**config.mk**
```make
export PLATFORM = sky130hd
export DESIGN_NAME = can_txq_seq
export DESIGN_NICKNAME = d
export VERILOG_FILES = /design/src/rtl/cantx_pkg.sv /design/src/rtl/txq_fifo.sv /design/src/rtl/txq_hold.sv /design/src/rtl/txq_fmt.sv /design/src/rtl/can_txq_seq.sv
export SDC_FILE = /design/constraint.sdc
export NUM_CORES = 1
export LEC_CHECK = 0
export ABC_AREA = 1
export BUFFER_PORTS_ARGS = -buffer_cell sky130_fd_sc_hd__buf_2
export CELL_PAD_IN_SITES_DETAIL_PLACEMENT = 1
export CELL_PAD_IN_SITES_GLOBAL_PLACEMENT = 2
export CORE_MARGIN = 4
export CORE_UTILIZATION = 27
export DETAILED_ROUTE_END_ITERATION = 10
export PLACE_DENSITY = 0.65
export SLEW_MARGIN = 20
export SYNTH_ARGS = -nofsm -noshare
export SYNTH_HDL_FRONTEND = slang
export SYNTH_SLANG_ARGS = --single-unit
```
**constraint.sdc**
```tcl
create_clock -name clk -period 6.71 [get_ports clk]
set_input_delay 0.3355 -clock clk [delete_from_list [all_inputs] [get_ports clk]]
set_output_delay 0.3355 -clock clk [all_outputs]
set_load 0.1 [all_outputs]
```
**src/rtl/cantx_pkg.sv**
```systemverilog
package cantx_pkg;
   localparam int ID_W      = 29;
   localparam int STD_ID_W  = 11;
   localparam int DLC_W     = 4;
   localparam int MAX_BYTES = 8;
   localparam int DATA_W    = MAX_BYTES * 8;
   localparam int TAG_W     = 8;

   typedef struct packed {
      logic              ide;
      logic [ID_W-1:0]   id;
      logic [DLC_W-1:0]  dlc;
      logic [DATA_W-1:0] data;
      logic [TAG_W-1:0]  tag;
   } txq_msg_t;
endpackage

```
**src/rtl/txq_fifo.sv**
```systemverilog
module txq_fifo
   import cantx_pkg::*;
#(
   parameter int DEPTH = 8
) (
   input  logic                       clk,
   input  logic                       rst_n,
   input  logic                       clr,
   input  logic                       push,
   input  txq_msg_t                   push_msg,
   input  logic                       pop,
   output txq_msg_t                   head_msg,
   output logic [$clog2(DEPTH+1)-1:0] count,
   output logic                       full,
   output logic                       empty
);
   localparam int PTR_W = (DEPTH > 1) ? $clog2(DEPTH) : 1;
   localparam int CNT_W = $clog2(DEPTH+1);
   localparam bit POW2  = (DEPTH == (1 << PTR_W));

   generate
      if (DEPTH < 2) begin : g_bad_depth
         $error("txq_fifo: DEPTH must be at least 2");
      end
   endgenerate

   txq_msg_t          mem [DEPTH];
   logic [PTR_W-1:0]  wr_ptr, rd_ptr, wr_nxt, rd_nxt;
   logic              push_ok, pop_ok;

   assign full    = (count == CNT_W'(DEPTH));
   assign empty   = (count == '0);
   assign push_ok = push & ~full & ~clr;
   assign pop_ok  = pop & ~empty & ~clr;

   generate
      if (POW2) begin : g_wrap_free
         assign wr_nxt = wr_ptr + 1'b1;
         assign rd_nxt = rd_ptr + 1'b1;
      end else begin : g_wrap_cmp
         assign wr_nxt = (wr_ptr == PTR_W'(DEPTH-1)) ? '0 : wr_ptr + 1'b1;
         assign rd_nxt = (rd_ptr == PTR_W'(DEPTH-1)) ? '0 : rd_ptr + 1'b1;
      end
   endgenerate

   always_ff @(posedge clk) begin
      if (push_ok) mem[wr_ptr] <= push_msg;
   end

   assign head_msg = mem[rd_ptr];

   always_ff @(posedge clk or negedge rst_n) begin
      if (!rst_n) begin
         wr_ptr <= '0;
         rd_ptr <= '0;
         count  <= '0;
      end else if (clr) begin
         wr_ptr <= '0;
         rd_ptr <= '0;
         count  <= '0;
      end else begin
         if (push_ok) wr_ptr <= wr_nxt;
         if (pop_ok)  rd_ptr <= rd_nxt;
         if (push_ok && !pop_ok)      count <= count + 1'b1;
         else if (pop_ok && !push_ok) count <= count - 1'b1;
      end
   end
endmodule

```
**src/rtl/txq_hold.sv**
```systemverilog
module txq_hold
   import cantx_pkg::*;
(
   input  logic     clk,
   input  logic     rst_n,
   input  logic     q_empty,
   input  txq_msg_t q_head,
   input  logic     q_clr,
   input  logic     tx_en,
   input  logic     single_set,
   input  logic     oneshot,
   input  logic     abort,
   input  logic     eng_ok,
   input  logic     eng_lost,
   input  logic     eng_err,
   input  logic     err_clr,
   output logic     pop,
   output logic     hold_v,
   output txq_msg_t hold_msg,
   output logic     single_pend,
   output logic     bus_err
);
   logic fetch, release_now, err_seen;

   assign fetch       = ~hold_v & ~q_empty & (tx_en | single_pend) & ~abort & ~q_clr;
   assign release_now = hold_v & (eng_ok | (oneshot & (eng_lost | eng_err)));
   assign err_seen    = hold_v & eng_err;
   assign pop         = fetch;

   always_ff @(posedge clk or negedge rst_n) begin
      if (!rst_n) begin
         hold_v <= 1'b0;
      end else if (abort || release_now) begin
         hold_v <= 1'b0;
      end else if (fetch) begin
         hold_v <= 1'b1;
      end
   end

   always_ff @(posedge clk or negedge rst_n) begin
      if (!rst_n)     hold_msg <= '0;
      else if (fetch) hold_msg <= q_head;
   end

   always_ff @(posedge clk or negedge rst_n) begin
      if (!rst_n) begin
         single_pend <= 1'b0;
         bus_err     <= 1'b0;
      end else begin
         single_pend <= (single_pend & ~fetch) | single_set;
         bus_err     <= err_seen | (bus_err & ~err_clr);
      end
   end
endmodule

```
**src/rtl/txq_fmt.sv**
```systemverilog
module txq_fmt
   import cantx_pkg::*;
(
   input  txq_msg_t          msg,
   output logic [ID_W-1:0]   id,
   output logic [DLC_W-1:0]  dlc,
   output logic [DATA_W-1:0] data,
   output logic [TAG_W-1:0]  tag
);
   logic [DLC_W-1:0] eff_dlc;

   assign eff_dlc = (msg.dlc > DLC_W'(MAX_BYTES)) ? DLC_W'(MAX_BYTES) : msg.dlc;
   assign dlc     = eff_dlc;
   assign tag     = msg.tag;
   assign id      = msg.ide ? msg.id
                            : {{(ID_W-STD_ID_W){1'b0}}, msg.id[STD_ID_W-1:0]};

   generate
      for (genvar b = 0; b < MAX_BYTES; b++) begin : g_byte
         assign data[8*b +: 8] = (eff_dlc > DLC_W'(b)) ? msg.data[8*b +: 8] : 8'h00;
      end
   endgenerate
endmodule

```
**src/rtl/can_txq_seq.sv**
```systemverilog
module can_txq_seq
   import cantx_pkg::*;
#(
   parameter int DEPTH = 8
) (
   input  logic                       clk,
   input  logic                       rst_n,
   input  logic                       ld_valid,
   input  logic                       ld_ide,
   input  logic [28:0]                ld_id,
   input  logic [3:0]                 ld_dlc,
   input  logic [63:0]                ld_data,
   input  logic [7:0]                 ld_tag,
   input  logic                       q_clear,
   input  logic                       abort_cmd,
   input  logic                       en_pin,
   input  logic                       en_bit,
   input  logic                       single_req,
   input  logic                       oneshot,
   input  logic                       err_ie,
   input  logic                       err_clr,
   input  logic                       eng_ok,
   input  logic                       eng_lost,
   input  logic                       eng_err,
   output logic                       eng_req,
   output logic                       eng_ide,
   output logic [28:0]                eng_id,
   output logic [3:0]                 eng_dlc,
   output logic [63:0]                eng_data,
   output logic [7:0]                 eng_tag,
   output logic                       single_pend,
   output logic [$clog2(DEPTH+1)-1:0] q_count,
   output logic                       q_full,
   output logic                       bus_err
   ,output logic                      irq
);
   txq_msg_t ld_msg, head_msg, hold_msg;
   logic     q_empty, pop;

   assign ld_msg = '{ide: ld_ide, id: ld_id, dlc: ld_dlc, data: ld_data, tag: ld_tag};

   txq_fifo #(.DEPTH(DEPTH)) u_fifo (
      .clk      (clk),
      .rst_n    (rst_n),
      .clr      (q_clear),
      .push     (ld_valid),
      .push_msg (ld_msg),
      .pop      (pop),
      .head_msg (head_msg),
      .count    (q_count),
      .full     (q_full),
      .empty    (q_empty)
   );

   txq_hold u_hold (
      .clk         (clk),
      .rst_n       (rst_n),
      .q_empty     (q_empty),
      .q_head      (head_msg),
      .q_clr       (q_clear),
      .tx_en       (en_pin | en_bit),
      .single_set  (single_req),
      .oneshot     (oneshot),
      .abort       (abort_cmd),
      .eng_ok      (eng_ok),
      .eng_lost    (eng_lost),
      .eng_err     (eng_err),
      .err_clr     (err_clr),
      .pop         (pop),
      .hold_v      (eng_req),
      .hold_msg    (hold_msg),
      .single_pend (single_pend),
      .bus_err     (bus_err)
   );

   txq_fmt u_fmt (
      .msg  (hold_msg),
      .id   (eng_id),
      .dlc  (eng_dlc),
      .data (eng_data),
      .tag  (eng_tag)
   );

   assign eng_ide = hold_msg.ide;
   assign irq     = bus_err & err_ie;
endmodule

```
# == After elaboration in Yosys (flattened, before gate mapping) ==
# Memories as Yosys holds them, arrays and structs flattened. A register that Yosys moved wholly into a read port is not among the register bits.
# Index checks and enable logic that the tools add are counted.
# classes
add_sub_neg,4
mul,0
n_div,0
n_lt_le_gt_ge,9
n_eq_ne,1
shift,0
mux,21
bitwise_logic,27
reduce_logical,11
# ops
cell,n
$mux 8,8
$mux 29,1
$gt 4x3->1 const B,4
$mux 4,4
$and 1x1->1,14
$mux 3,4
$gt 4x1->1 const B,2
$gt 4x2->1 const B,2
$not 1->1,7
$add 3x1->3 const B,2
$or 1x1->1,6
$reduce_bool 2->1,3
$add 4x1->4 const B,1
$eq 4x4->1 const B,1
$gt 4x4->1 const B,1
$logic_not 4->1,1
$mux 1,4
$sub 4x1->4 const B,1
$logic_not 1->1,3
$reduce_bool 3->1,1
$logic_and 1x1->1,2
$logic_or 1x1->1,1
# totals
reg_bits,13
latchBits,0
mem_bits_rw,848
mem_bits_ro,0
input_bits,120
out_inout_bits,115
elab_cells,80
n_memories,1
# memory_table
memory,words,word_bits,read_ports,rd_ports_with_merged_regs,wr,line_no,source
u_fifo.mem,8,106,1,1,1,txq_fifo.sv:27,txq_msg_t mem [DEPTH];

# == Logic depth before layout (Yosys ltp) ==
# depth
word_depth,12
depth_mapped,16
depth_no_buf,16

# == Cells and area by module ==
# From an unflattened synthesis, not the netlist that was laid out.
# unflattened
cells_unflattened,3262
area_unflattened_um2,38415.6
# modules_own_cells
mod,n_inst,cells_per_inst,area_each_um2,seq_area_each_um2
txq_fifo,1,2590,33373.3,25714.7
txq_hold,1,468,4126.5,2727.6
txq_fmt,1,199,897.1,0.0
can_txq_seq,1,5,18.8,0.0

# == Worst setup path after synthesis ==
# Ideal clock, no wire load.
# synth_path
path_kind,register to register
from,register u_fifo.count[1]
to,memory u_fifo.mem[0][0] in the netlist's numbering (enable)
setup_ns,0.572
arrival_ns,6.117
required_time_ns,6.138
setup_slack_ns,0.021
path_stages_with_launch,7
n_path_buf,0
synth_period_minus_slack_ns,6.689
path_cell_list,dfrtp_1 > nor2_1 > nand2_1 > nand2_1 > nor2_1 > nand2_1 > nor2_1
# synth_between
elab_chain_len,6
# synth_rtl
element,line_no,source
start: declaration,txq_fifo.sv:13,"output logic [$clog2(DEPTH+1)-1:0] count,"
start signal: assignment,txq_fifo.sv:64,if (push_ok && !pop_ok) count <= count + 1'b1;
start signal: assignment,txq_fifo.sv:65,else if (pop_ok && !push_ok) count <= count - 1'b1;
$eq 4x4->1,txq_fifo.sv:31,assign full = (count == CNT_W'(DEPTH));
$not 1->1,txq_fifo.sv:33,assign push_ok = push & ~full & ~clr;
$and 1x1->1 (2 in a row),txq_fifo.sv:33,
$mux 1,txq_fifo.sv:47,if (push_ok) mem[wr_ptr] <= push_msg;
$mux 1 (not written as such),txq_fifo.sv:47,
end: declaration,txq_fifo.sv:27,
# Every way passes these cells.

# == Final worst setup path ==
# layout_path
from,register u_hold.hold_msg[75] (netlist name)
to,output eng_data[16]
# layout_between
elab_chain_len,4
# layout_rtl
element,line_no,source
$gt 4x4->1,txq_fmt.sv:12,assign eff_dlc = (msg.dlc > DLC_W'(MAX_BYTES)) ? DLC_W'(MAX_BYTES) : msg.dlc;
$mux 4 *,txq_fmt.sv:12,
$gt 4x2->1 *,txq_fmt.sv:20,assign data[8*b +: 8] = (eff_dlc > DLC_W'(b)) ? msg.data[8*b +: 8] : 8'h00;
$mux 8 *,txq_fmt.sv:20,
end: declaration,can_txq_seq.sv:29,"output logic [63:0] eng_data,"
# Every way passes the cells marked *; elsewhere a longest branch is shown, timed or not.

==> flow_summary.yaml <==
synthesis:
  syn_area_per_cell_um2: 12.15
  synth_seq_cells: 967
  yosys_warnings: 0
  synth_area_leaders: "edfxtp_1 65%, dfrtp_1 7.6%, inv_1 5.1%"
  synth_nets: 3334
  syn_area_um2: 38990
  synth_top_area_share_pct: 65.31
  synth_cell_types: 28
  synth_top_area_cell: "edfxtp_1"
  synth_cells: 3209
  synth_seq_area_share_pct: 72.95
routing:
  avgRoutedWirePerCell_um: 19.42
  drt_first_pass_iters: 5
  drc_errors: 0
  drtIter0Drc: 1362
  vias_per_cell: 4.473
  ant_nets: 0
  drt_wl_total_mm: 106.8
  num_vias: 24590
final_layout:
  nFillCells: 15520
  layout.nets: 3618
  area_growth_pct: 20.07
  instances_no_fill: 5498
  drive_gt1_share_pct: 12.71
floorplan:
  coreArea_um2: 143500
  fp-row-count: 139
  dieArea_um2: 150500
  die_h_um: 388.0
  start_util_pct: 27.17
  ios: 235
  fp.dieW_um: 388.0
critical_path:
  cp-end-kind: "primary output"
  worstReg2RegEnd: "u_fifo.mem[6][8]"
  critPathArrivalTime_ns: 3.27
  cp_max_fo: 17
  r2r_cells: 8
  startpoint_type: "flip-flop"
  crit_required_ns: 6.37
  crit_start: "u_hold.hold_msg[75]"
  rrSetupSlack_ns: 3.40
  rr_startpoint: "u_fifo.count[3]"
  crit_type: "reg2out"
place:
  portBuffers: 234
  gp_congestion: 0.6933
  dp_hpwl_mm: 56.00
  placed_cells: 5171
sta:
  rsz0062_at_grt: "no"
  skew_ns: 0.06889
  period_needed_ns: 3.605
  report.final.hold_viol_count: 0
  slew_violations: 0
  setup_tns_ns: 0
  worst_slew_margin_rel_pct: 31.83
  tightest_slew_ns: 1.023
  setup-violations-final: 0
  finalCritPeriodShare_pct: 53.73
  clock.fmax_ghz: 0.2774
clock_tree:
  path_clk_slew_ns: 0.06
  clockBufferDepth: 3
  htree_levels: 3
  cts_made_buffers: 109
  root_buffer: "clkbuf_16"
  clk_latency_ns: 0.74
  cts_resized: 0
  cts.sinks: 967
  cts_tree: "yes"
hold_path:
  hp-class: "in2async"
grt:
  grt.total_usage_pct: 13.92
  grt_pass1_wl_mm: 160.7
  grt_pass1_vias: 25480
  grt_max_degree: 218
  antenna_found_initial: 12
  grt_overflow: 0
pwr:
  cellLeakagePower_nw: 17.50
  power_mw: 19.42
  ir_worst_vdd_mv: 0.3958
  p_per_area_nw_per_um2: 414.9
job:
  cap_viol_max_count: 0
status:
  outcome: "finished clean"
[placed cells by master, fill, tap and decap left out, types with 3 or more instances in the layout]
| cell type | n |
|---|---|
| dfrtp_1 | 116 |
| clkinv_1 | 10 |
| o21ai_1 | 58 |
| clkbuf_16 | 109 |
| nand2_1 | 388 |
| dlygate4sd3_1 | 114 |
| bufinv_16 | 5 |
| a21oi_1 | 217 |
| dfrtp_4 | 3 |
| clkinv_2 | 17 |
| o21ai_0 | 215 |
| buf_4 | 23 |
| buf_12 | 13 |
| nand3_1 | 328 |
| clkbuf_8 | 19 |
| inv_6 | 4 |
| nor2_4 | 8 |
| edfxtp_1 | 848 |
| clkbuf_1 | 28 |
| clkinvlp_4 | 7 |
| inv_1 | 528 |
| buf_2 | 233 |
| o211ai_1 | 212 |
| diode_2 | 7 |
| ha_1 | 4 |
| nor2_1 | 60 |
[stage by stage]
step / hold slack [ns] / setup slack [ns] / util [%] / instance area (µm²)
3_3_place_gp: 0.2577 / 3.201 / 29.31 / 42060
3_5_place_dp: 0.2642 / 3.238 / 29.31 / 42060
2_1_floorplan: 0.03991 / 0.02081 / - / 38990
6_report: 0.1058 / 3.105 / 32.63 / 46810
4_1_cts: 0.04562 / 2.821 / 32.62 / 46800
5_1_grt: 0.08122 / 2.741 / 32.62 / 46800
[cell usage after synthesis, drive strengths merged]
master	number
nor3	2
clkinv	1
o22ai	1
clkbuf	79
xnor2	2
o21ai	273
nor2	68
ha	4
fa	1
buf	132
nand2	389
o21bai	1
a211oi	1
o211ai	212
a21oi	218
nand3	329
edfxtp	848
dfrtp	119
inv	529
[sequential cells by signal (all words and copies together), names as in the netlist]
register / count
u_hold.single_pend: 1
u_fifo.wr_ptr: 3
u_fifo.mem: 848
u_fifo.count: 4
u_fifo.rd_ptr: 3
u_hold.hold_v: 1
u_hold.hold_msg: 106
u_hold.bus_err: 1
[repair_timing]
item                      CTS  global route
hold endpoints to repair  884             0
setup buffers               0             0
hold buffers              114             0
[routing by layer]
layer	wire, µm	GRT usage [%]	vias up
li1	-	-	11720
met1	47690	17.87	12410
met2	53260	24.32	334
met3	3706	2.268	123
met4	2063	3.808	8
met5	47	0	-
[final cells by class]
cell class                      instances  area (µm²)  share of cell area, %
Clock inverter                         50       501.7                  1.072
Antenna cell                            7       17.52                0.03742
Multi-Input combinational cell       1501        7619                  16.27
Tap cell                             1903        2381                  5.086
Sequential cell                       967       28450                  60.78
Clock buffer                          156        3094                  6.609
Timing Repair Buffer                  384        2751                  5.877
Inverter                              530        1997                  4.266
[critical path, cell delays in order (launching register included)]
cell and delay, ns:
dfrtp_1 0.74, nor2_1 0.91, nand2_1 0.11, inv_1 0.37, nor2_1 0.07, buf_2 0.32
[worst max-delay path by stage]
stage	to	cells past startpoint
final	eng_data[16]	5
after global routing	eng_data[16]	5
after floorplan	u_fifo.mem[0][0]	6
after global placement	u_fifo.mem[6][4]	8
after detailed placement	u_fifo.mem[6][60]	8
after CTS	eng_data[16]	5
[logic make-up (layout without fill, tap and decap cells)]
| family | Yosys count | in the layout | share of synthesized area (%) |
|---|---|---|---|
| AND/OR/NAND/NOR | 788 | 788 | 8.681 |
| AO/OA/AOI/OAI | 706 | 706 | 10.45 |
| adder cells (fa/ha/maj) | 5 | 5 | 0.1797 |
| other | 0 | 7 | 0 |
| flip-flops | 967 | 967 | 72.95 |
| XOR/XNOR | 2 | 2 | 0.04494 |
| buffers and inverters | 741 | 1120 | 7.695 |
[power by group]
group          internal, mW  switching [mW]
clock                  3.42            2.48
sequential             7.05           0.315
combinational          1.26            4.90
Power figures use the tool's default switching activity.
